[src/rtl/apchk_pkg.sv]
`timescale 1ns/1ps
package apchk_pkg;

    typedef enum logic [1:0] {
        LVL_NONE = 2'd0,
        LVL_RO   = 2'd1,
        LVL_RW   = 2'd2
    } lvl_e;

    typedef enum logic [1:0] {
        DOM_DENY   = 2'd0,
        DOM_CLIENT = 2'd1,
        DOM_RSVD   = 2'd2,
        DOM_MGR    = 2'd3
    } dom_e;

    typedef enum logic [1:0] {
        ST_IDLE      = 2'd0,
        ST_DATA_ABT  = 2'd1,
        ST_FETCH_ABT = 2'd2
    } abt_state_e;

    localparam int FC_W = 4;

    localparam logic [FC_W-1:0] FC_DOM_SEC   = 4'h9;
    localparam logic [FC_W-1:0] FC_DOM_PAGE  = 4'hB;
    localparam logic [FC_W-1:0] FC_PERM_SEC  = 4'hD;
    localparam logic [FC_W-1:0] FC_PERM_PAGE = 4'hF;

endpackage

[src/rtl/apchk_ap_decode.sv]
`timescale 1ns/1ps
module apchk_ap_decode
    import apchk_pkg::*;
(
    input  logic [1:0] ap,
    input  logic       user,
    input  logic       sys_prot,
    input  logic       rom_prot,
    output lvl_e       lvl,
    output logic       unpred
);

    always_comb begin
        lvl    = LVL_NONE;
        unpred = 1'b0;
        unique case (ap)
            2'd0: begin
                unique case ({sys_prot, rom_prot})
                    2'b00: lvl = LVL_NONE;
                    2'b10: lvl = user ? LVL_NONE : LVL_RO;
                    2'b01: lvl = LVL_RO;
                    default: begin
                        lvl    = LVL_NONE;
                        unpred = 1'b1;
                    end
                endcase
            end
            2'd1: lvl = user ? LVL_NONE : LVL_RW;
            2'd2: lvl = user ? LVL_RO : LVL_RW;
            default: lvl = LVL_RW;
        endcase
    end

endmodule

[src/rtl/apchk_dom_gate.sv]
`timescale 1ns/1ps
module apchk_dom_gate
    import apchk_pkg::*;
(
    input  logic [1:0] dom_av,
    input  lvl_e       ap_lvl,
    input  logic       ap_unpred,
    output lvl_e       lvl,
    output logic       rsvd_err,
    output logic       unpred_out,
    output logic       dom_deny
);

    dom_e dv;
    assign dv = dom_e'(dom_av);

    always_comb begin
        lvl        = LVL_NONE;
        rsvd_err   = 1'b0;
        unpred_out = 1'b0;
        dom_deny   = 1'b0;
        unique case (dv)
            DOM_DENY: begin
                dom_deny = 1'b1;
            end
            DOM_CLIENT: begin
                lvl        = ap_lvl;
                unpred_out = ap_unpred;
            end
            DOM_RSVD: begin
                rsvd_err = 1'b1;
                dom_deny = 1'b1;
            end
            default: begin
                lvl = LVL_RW;
            end
        endcase
    end

endmodule

[src/rtl/apchk_fault_fsm.sv]
`timescale 1ns/1ps
module apchk_fault_fsm
    import apchk_pkg::*;
#(
    parameter int ADDR_W = 32,
    parameter int DOM_W  = 4,
    localparam int FSR_W = DOM_W + FC_W
) (
    input  logic              clk,
    input  logic              rst_n,
    input  logic              report_data,
    input  logic              report_fetch,
    input  logic [DOM_W-1:0]  domain,
    input  logic [FC_W-1:0]   code,
    input  logic [ADDR_W-1:0] vaddr,
    output logic [FSR_W-1:0]  fsr,
    output logic [ADDR_W-1:0] far,
    output logic              data_abort,
    output logic              prefetch_abort
);

    abt_state_e state_q, state_d;

    always_comb begin
        state_d = ST_IDLE;
        if (report_data) begin
            state_d = ST_DATA_ABT;
        end else if (report_fetch) begin
            state_d = ST_FETCH_ABT;
        end
    end

    always_ff @(posedge clk or negedge rst_n) begin
        if (!rst_n) begin
            state_q <= ST_IDLE;
        end else begin
            state_q <= state_d;
        end
    end

    always_ff @(posedge clk or negedge rst_n) begin
        if (!rst_n) begin
            fsr <= '0;
            far <= '0;
        end else if (report_data) begin
            fsr <= {domain, code};
            far <= vaddr;
        end
    end

    always_comb begin
        data_abort     = 1'b0;
        prefetch_abort = 1'b0;
        unique case (state_q)
            ST_DATA_ABT:  data_abort     = 1'b1;
            ST_FETCH_ABT: prefetch_abort = 1'b1;
            default: ;
        endcase
    end

endmodule

[src/rtl/apchk_top.sv]
`timescale 1ns/1ps
module apchk_top
    import apchk_pkg::*;
#(
    parameter int ADDR_W = 32,
    parameter int DOM_W  = 4,
    localparam int FSR_W = DOM_W + FC_W
) (
    input  logic              clk,
    input  logic              rst_n,
    input  logic              req_valid,
    input  logic [1:0]        dom_av,
    input  logic [1:0]        ap,
    input  logic              cpu_user,
    input  logic              force_user,
    input  logic              sys_prot,
    input  logic              rom_prot,
    input  logic              is_write,
    input  logic              is_fetch,
    input  logic              no_exc,
    input  logic              is_page,
    input  logic [DOM_W-1:0]  domain,
    input  logic [ADDR_W-1:0] vaddr,
    output logic [1:0]        acc_level,
    output logic              granted,
    output logic              fault,
    output logic              rsvd_dom_err,
    output logic              ap_unpred,
    output logic [FSR_W-1:0]  fsr,
    output logic [ADDR_W-1:0] far,
    output logic              data_abort,
    output logic              prefetch_abort
);

    logic            user_eff;
    lvl_e            ap_lvl;
    logic            ap_bad;
    lvl_e            fin_lvl;
    logic            dom_deny;
    logic [FC_W-1:0] code;
    logic            reportable;

    assign user_eff = cpu_user | force_user;

    apchk_ap_decode u_ap (
        .ap       (ap),
        .user     (user_eff),
        .sys_prot (sys_prot),
        .rom_prot (rom_prot),
        .lvl      (ap_lvl),
        .unpred   (ap_bad)
    );

    apchk_dom_gate u_dom (
        .dom_av     (dom_av),
        .ap_lvl     (ap_lvl),
        .ap_unpred  (ap_bad),
        .lvl        (fin_lvl),
        .rsvd_err   (rsvd_dom_err),
        .unpred_out (ap_unpred),
        .dom_deny   (dom_deny)
    );

    assign acc_level = fin_lvl;
    assign granted   = req_valid && (fin_lvl > {1'b0, is_write});
    assign fault     = req_valid && !granted;

    always_comb begin
        unique case ({dom_deny, is_page})
            2'b10:   code = FC_DOM_SEC;
            2'b11:   code = FC_DOM_PAGE;
            2'b00:   code = FC_PERM_SEC;
            default: code = FC_PERM_PAGE;
        endcase
    end

    assign reportable = fault && !no_exc;

    apchk_fault_fsm #(
        .ADDR_W (ADDR_W),
        .DOM_W  (DOM_W)
    ) u_fsm (
        .clk            (clk),
        .rst_n          (rst_n),
        .report_data    (reportable && !is_fetch),
        .report_fetch   (reportable && is_fetch),
        .domain         (domain),
        .code           (code),
        .vaddr          (vaddr),
        .fsr            (fsr),
        .far            (far),
        .data_abort     (data_abort),
        .prefetch_abort (prefetch_abort)
    );

endmodule

[config.mk]
export PLATFORM = sky130hd
export DESIGN_NAME = apchk_top
export DESIGN_NICKNAME = d
export VERILOG_FILES = /design/src/rtl/apchk_pkg.sv /design/src/rtl/apchk_ap_decode.sv /design/src/rtl/apchk_dom_gate.sv /design/src/rtl/apchk_fault_fsm.sv /design/src/rtl/apchk_top.sv
export SDC_FILE = /design/constraint.sdc
export NUM_CORES = 1
export LEC_CHECK = 0
export ABC_AREA = 1
export ABC_CLOCK_PERIOD_IN_PS = 3600
export BUFFER_PORTS_ARGS = -buffer_cell sky130_fd_sc_hd__buf_2
export CORE_MARGIN = 4
export CORE_UTILIZATION = 48
export DETAILED_ROUTE_END_ITERATION = 10
export GPL_TIMING_DRIVEN = 0
export PLACE_DENSITY = 0.92
export SKIP_LAST_GASP = 1
export SYNTH_ARGS = -nofsm -noshare
export SYNTH_HDL_FRONTEND = slang
export SYNTH_HIERARCHICAL = 1
export SYNTH_SLANG_ARGS = --single-unit
[constraint.sdc]
create_clock -name clk -period 3.6 [get_ports clk]
set_clock_uncertainty 0.1 [all_clocks]
set_input_delay 0.18 -clock clk [delete_from_list [all_inputs] [get_ports clk]]
set_output_delay 0.18 -clock clk [all_outputs]
set_load 0.1 [all_outputs]
* Word-level counts from Yosys, hierarchy flattened
Index checks and enable logic that the tools add are counted.
** Cells by class
- Magnitude comparators :: 1
- Equal/unequal tests :: 10
- Muxes and demuxes :: 16
- Bitwise gates (word level) :: 1
- Reduce and logical (&&, ||, !) cells :: 14
** Operators with widths (number)
- $eq 2x2->1 const B :: 6
- $pmux 3 s3 :: 1
- $eq 2x1->1 const B :: 4
- $logic_not 2->1 :: 4
- $mux 1 :: 8
- $mux 2 :: 4
- $pmux 2 s2 :: 2
- $pmux 2 s3 :: 1
- $logic_and 1x1->1 :: 5
- $logic_not 1->1 :: 3
- $reduce_or 3->1 :: 1
- $gt 2x1->1 :: 1
- $reduce_or 2->1 :: 1
- $or 1x1->1 :: 1
** Storage, ports and cells
- Register bits :: 42
- Bits of input ports :: 51
- Output and inout bits :: 48
- Word-level logic and storage cells :: 45

* Depth between registers and ports, before layout
- Depth after elaboration :: 13
- Gate-level depth with buffers :: 19
- Mapped depth without buffers :: 17

* Cells and area by module
The synthesis kept the hierarchy.
** Modules (own cells, without submodules)
- apchk_fault_fsm :: instances 1, cells an instance 178, area an instance 1682.9 sq um, sequential area each 1051.0 sq um
- apchk_ap_decode :: instances 1, cells an instance 19, area an instance 105.1 sq um, sequential area each 0.0 sq um
- apchk_top :: instances 1, cells an instance 19, area an instance 95.1 sq um, sequential area each 0.0 sq um
- apchk_dom_gate :: instances 1, cells an instance 10, area an instance 37.5 sq um, sequential area each 0.0 sq um

* Least setup slack after synthesis
No wires, ideal clock.
- Kind :: input-to-output
- Start :: input force_user
- End :: output granted
- Data arrival time :: 4.090 ns
- Data required time :: 3.320 ns
- Slack :: -0.770 ns
- Stages :: 13
- Path buffers :: 0
- Path through :: or2_2 inv_1 nand2_1 nand2_1 nand3_1 nand2_1 inv_1 nor2_1 inv_1 ha_1 inv_1 nand2_2 a21oi_1
** On the way
- Word-level cells in the longest chain between the ends :: 7
- Elaborated cells between the ends (all ways) :: 9
- Those cells by class :: order compare: 1; mux: 6; bitwise: 1; reduce/logical: 1
** RTL lines
- start, declared :: line apchk_top.sv:15 : input logic force_user,
- $or 1x1->1 (*) :: line apchk_top.sv:43 : assign user_eff = cpu_user | force_user;
- $mux 1 :: line apchk_ap_decode.sv:20 : 2'b10: lvl = user ? LVL_NONE : LVL_RO;
- $pmux 2 s2 :: line apchk_ap_decode.sv:18 : unique case ({sys_prot, rom_prot})
- $pmux 2 s3 (*) :: line apchk_ap_decode.sv:16 : unique case (ap)
- named net ap_lvl[0] :: line apchk_top.sv:36 : lvl_e ap_lvl;
- $pmux 2 s2 (*) :: line apchk_dom_gate.sv:22 : unique case (dv)
- named net acc_level[0] :: line apchk_top.sv:24 : output logic [1:0] acc_level,
- $gt 2x1->1 (*) :: line apchk_top.sv:65 : assign granted = req_valid && (fin_lvl > {1'b0, is_write});
- $logic_and 1x1->1 (*) :: line apchk_top.sv:65
- end, declared :: line apchk_top.sv:25 : output logic granted,
Mark *: on every way through the listed nets, which the timed path passes. The rest lies on a longest branch.

* Worst setup path in the final report
- Start :: input force_user
- End :: output granted
** On the way
- Word-level cells in the longest chain between the ends :: 7
- Elaborated cells between the ends (all ways) :: 9
- Those cells by class :: order compare: 1; mux: 6; bitwise: 1; reduce/logical: 1
** RTL lines
- $or 1x1->1 (*) :: line apchk_top.sv:43
- named net user_eff :: line apchk_top.sv:35 : logic user_eff;
- $mux 1 :: line apchk_ap_decode.sv:20
- $pmux 2 s2 :: line apchk_ap_decode.sv:18
- $pmux 2 s3 (*) :: line apchk_ap_decode.sv:16
- named net ap_lvl[0] :: line apchk_top.sv:36
- $pmux 2 s2 (*) :: line apchk_dom_gate.sv:22
- $gt 2x1->1 (*) :: line apchk_top.sv:65
- $logic_and 1x1->1 (*) :: line apchk_top.sv:65
Marks and branches as above.

==> flow_metrics.env <==
export IMPL_status="finished clean"
export IMPL_numCtsBuffers=5
export IMPL_ys_warn_count=6
export IMPL_worstPathMaxFanout=3
export IMPL_ir_drop_mv=0.672
export IMPL_synth_edff_count=0
export IMPL_clock_latency_ns=0.27
export IMPL_p_int_w=0.000889
export IMPL_antenna_found_initial=0
export IMPL_cts_setup_buffers=0
export IMPL_rows=22
export IMPL_cts_buffer_depth=2
export IMPL_cp_start_kind="input port"
export IMPL_crit_family="buffers and inverters"
export IMPL_slew_viol_final=0
export IMPL_fin_nets=398
export IMPL_timing_fmax_mhz=428
export IMPL_finalHoldViolations=0
export IMPL_slowest_stage="buf_2"
export IMPL_timing_critical_path_mode_cell="inv_1"
export IMPL_io_pins=99
export IMPL_p_leak_nw=1.63
export IMPL_dp_hpwl_um=3320
export IMPL_switching_power_w=0.00115
export IMPL_ys_seq_elements=42
export IMPL_period_minus_slack_ns=2.34
export IMPL_start_util_pct=50.9
export IMPL_grt_max_degree=43
export IMPL_worstSetupPathDepth=15
export IMPL_portBuffers=97
export IMPL_viasPerCell=4.60
export IMPL_crit_required_ns=3.32
export IMPL_gp_congestion=0.735
export IMPL_drive_above_1_share_pct=39.0
export IMPL_synthFlopType="dfrtp_1"
export IMPL_power_density_nw_per_um2=759
export IMPL_wl_per_cell_um=12.3
export IMPL_area_growth_pct=40.1
export IMPL_synthTopCellsByArea="dfrtp_1, nand2_1, nand2_2"
export IMPL_die_width_um=71.3
export IMPL_post_place_cells=372
export IMPL_ant_nets=0
export IMPL_r2r_cells=2
export IMPL_cts_root_buf="clkbuf_8"
export IMPL_seq_area_frac_synth_pct=54.7
export IMPL_grt_pass1_wl_um=7760
export IMPL_fin_total_pwr_w=0.00204
export IMPL_setup_viol=0
export IMPL_cp_arrival_ns=2.06
export IMPL_pwr_share_clk_pct=14.4
export IMPL_design_core_area_sq_um=3770
export IMPL_cts_tree="yes"
export IMPL_rsz0062_at_grt="no"
export IMPL_hold_depth=3
export IMPL_critPathMaxStageDelay_ns=0.43
export IMPL_die_area_sq_um=5080
export IMPL_path_buf_inv=6
export IMPL_fin_cells=392
export IMPL_crit_path_end_kind="output pin"
export IMPL_synthesis_area_sq_um=1920
export IMPL_yosysMostFrequentCell="nand2_1"
export IMPL_switching_share_pct=56.4
export IMPL_drt_first_pass_iters=4
export IMPL_seqPwrFrac_pct=31.2
export IMPL_fillers=289
export IMPL_path_clk_slew_ns=0.07
export IMPL_hp_class="in2reg"
export IMPL_ctsHtreeMaxLevel=2
export IMPL_netlist_area_leader_share_pct=54.7
export IMPL_antennaDiodeCount=0
export IMPL_synth_area_leader_cell="dfrtp_1"
export IMPL_clkSinkCount=42
export IMPL_path_cells="buf_2, or2_2, inv_1, nand2_1, nand2_1, nand3_1, nand2_1, inv_1, nor2_2, inv_1, ha_1, inv_1, nand2_2, a21oi_2, buf_2"
export IMPL_grt_ovfl_total=0
export IMPL_critPathKind="in2out"
export IMPL_syn_avg_cell_area_sq_um=8.50
export IMPL_drt_total_wl_um=4800
export IMPL_min_period_over_period_pct=64.9
export IMPL_initialDrtViolationCount=83
export IMPL_cap_violations=0
export IMPL_drc_errors=0
export IMPL_vias=1804
export IMPL_p_comb_share_pct=54.4
export IMPL_grt_pass1_vias=1827
export IMPL_postSynthCellCount=226
export IMPL_tns_ns=0
export IMPL_synth_distinct_cells=18
export IMPL_post_cts_resized=0
export IMPL_yosys_top_cells_count="nand2_1, dfrtp_1, inv_1, nand2_2, nor2_1"
export IMPL_ys_async_sr_fraction_pct=100
export IMPL_worstMarginPinSlew_ns=0.875
export IMPL_fp_dieH_um=71.3
export IMPL_grt_usage_pct=19.0
export IMPL_relSlewSlack_pct=41.7
## layer usage
layer	share of wire (%)	global-route usage (%)
met5	0	0
met4	0.90	5.01
met3	7.8	4.49
met2	54	36.6
met1	37	20.5
## area by class of cell
| class | count | area (sq um) | share of cell area (%) |
|---|---|---|---|
| sequential | 42 | 1050 | 39.1 |
| multi-input combinational | 153 | 673 | 25.0 |
| timing repair buffer | 109 | 606 | 22.5 |
| buffer | 10 | 119 | 4.42 |
| inverter | 22 | 90.1 | 3.35 |
| clock buffer | 7 | 86.3 | 3.21 |
| tap | 48 | 60.1 | 2.23 |
| clock inverter | 1 | 5.00 | 0.186 |
## sequential cells by signal, summed over array words and instances (netlist names)
signal and count:
u_fsm/far 32, u_fsm/fsr 8, u_fsm/state_q 2
## cells by family after synthesis
kind of cell,Yosys count,synth area share (%)
AOI/OAI and AO/OA,2,0.521
adders and majority gates,4,2.61
buffers and inverters,32,10.9
DFF,42,54.7
other,1,0.195
and+or+nand+nor,145,31.1
## power by group through the flow
stage	logic, W	clock network, W	registers [W]
floorplan	0.000149	0	0.00140
global placement	0.00109	0	0.000636
detailed placement	0.00110	0	0.000639
CTS	0.00111	0.000305	0.000633
global route	0.00115	0.000322	0.000648
finish	0.00111	0.000294	0.000636
## worst paths after layout
kind                                      startpoint  slack [ns]                   endpoint
min                                        vaddr[29]       0.005  u_fsm/far[29]$_DFFE_PN0P_
max reg2reg                u_fsm/far[30]$_DFFE_PN0P_        2.84  u_fsm/far[30]$_DFFE_PN0P_
min reg2reg                u_fsm/far[16]$_DFFE_PN0P_        0.37  u_fsm/far[16]$_DFFE_PN0P_
max in group asynchronous                      rst_n        2.39   u_fsm/fsr[5]$_DFFE_PN0P_
min in group asynchronous                      rst_n        0.46  u_fsm/far[11]$_DFFE_PN0P_
max                                       force_user        1.26                    granted
## through the flow
| stage | worst slack [ns] | hold slack (ns) | utilization [%] | cell area (sq um) |
|---|---|---|---|---|
| after global placement | 1.22 | 0.251 | 65.7 | 2480 |
| after CTS | 1.26 | 0.000202 | 71.3 | 2690 |
| final | 1.26 | 0.00456 | 71.3 | 2690 |
| after global routing | 1.07 | 0.00173 | 71.3 | 2690 |
| after floorplan | 0.185 | -0.216 | - | 1930 |
| after detailed placement | 1.16 | 0.256 | 65.7 | 2480 |
## worst register-to-register path, cell delays in order, from the launching register on
cell	delay [ns]
dfrtp_1	0.41
nand2_1	0.10
nand2_1	0.05
## cell usage in the layout, fill, tap and decap left out
cell and instances:
clkbuf_1 2, a21oi_2 1, nand2_1 113, or2_2 1
dfrtp_1 42, ha_1 4, a21oi_1 1, inv_1 20
clkinv_2 1, buf_2 97, nand4_2 1, nor3b_1 1
conb_1 2, nand2_2 14, nand3_1 2, clkbuf_8 10
buf_6 4, nor2_2 2, nor2_1 11, buf_8 1
dlygate4sd3_1 12, inv_8 1, inv_2 1
## repair_timing
item                                    CTS  global route
endpoints found under the setup margin    0             0
hold endpoints to repair                 53             0
hold buffers                             12             0
Note: power is estimated with default switching activity, not from simulation.
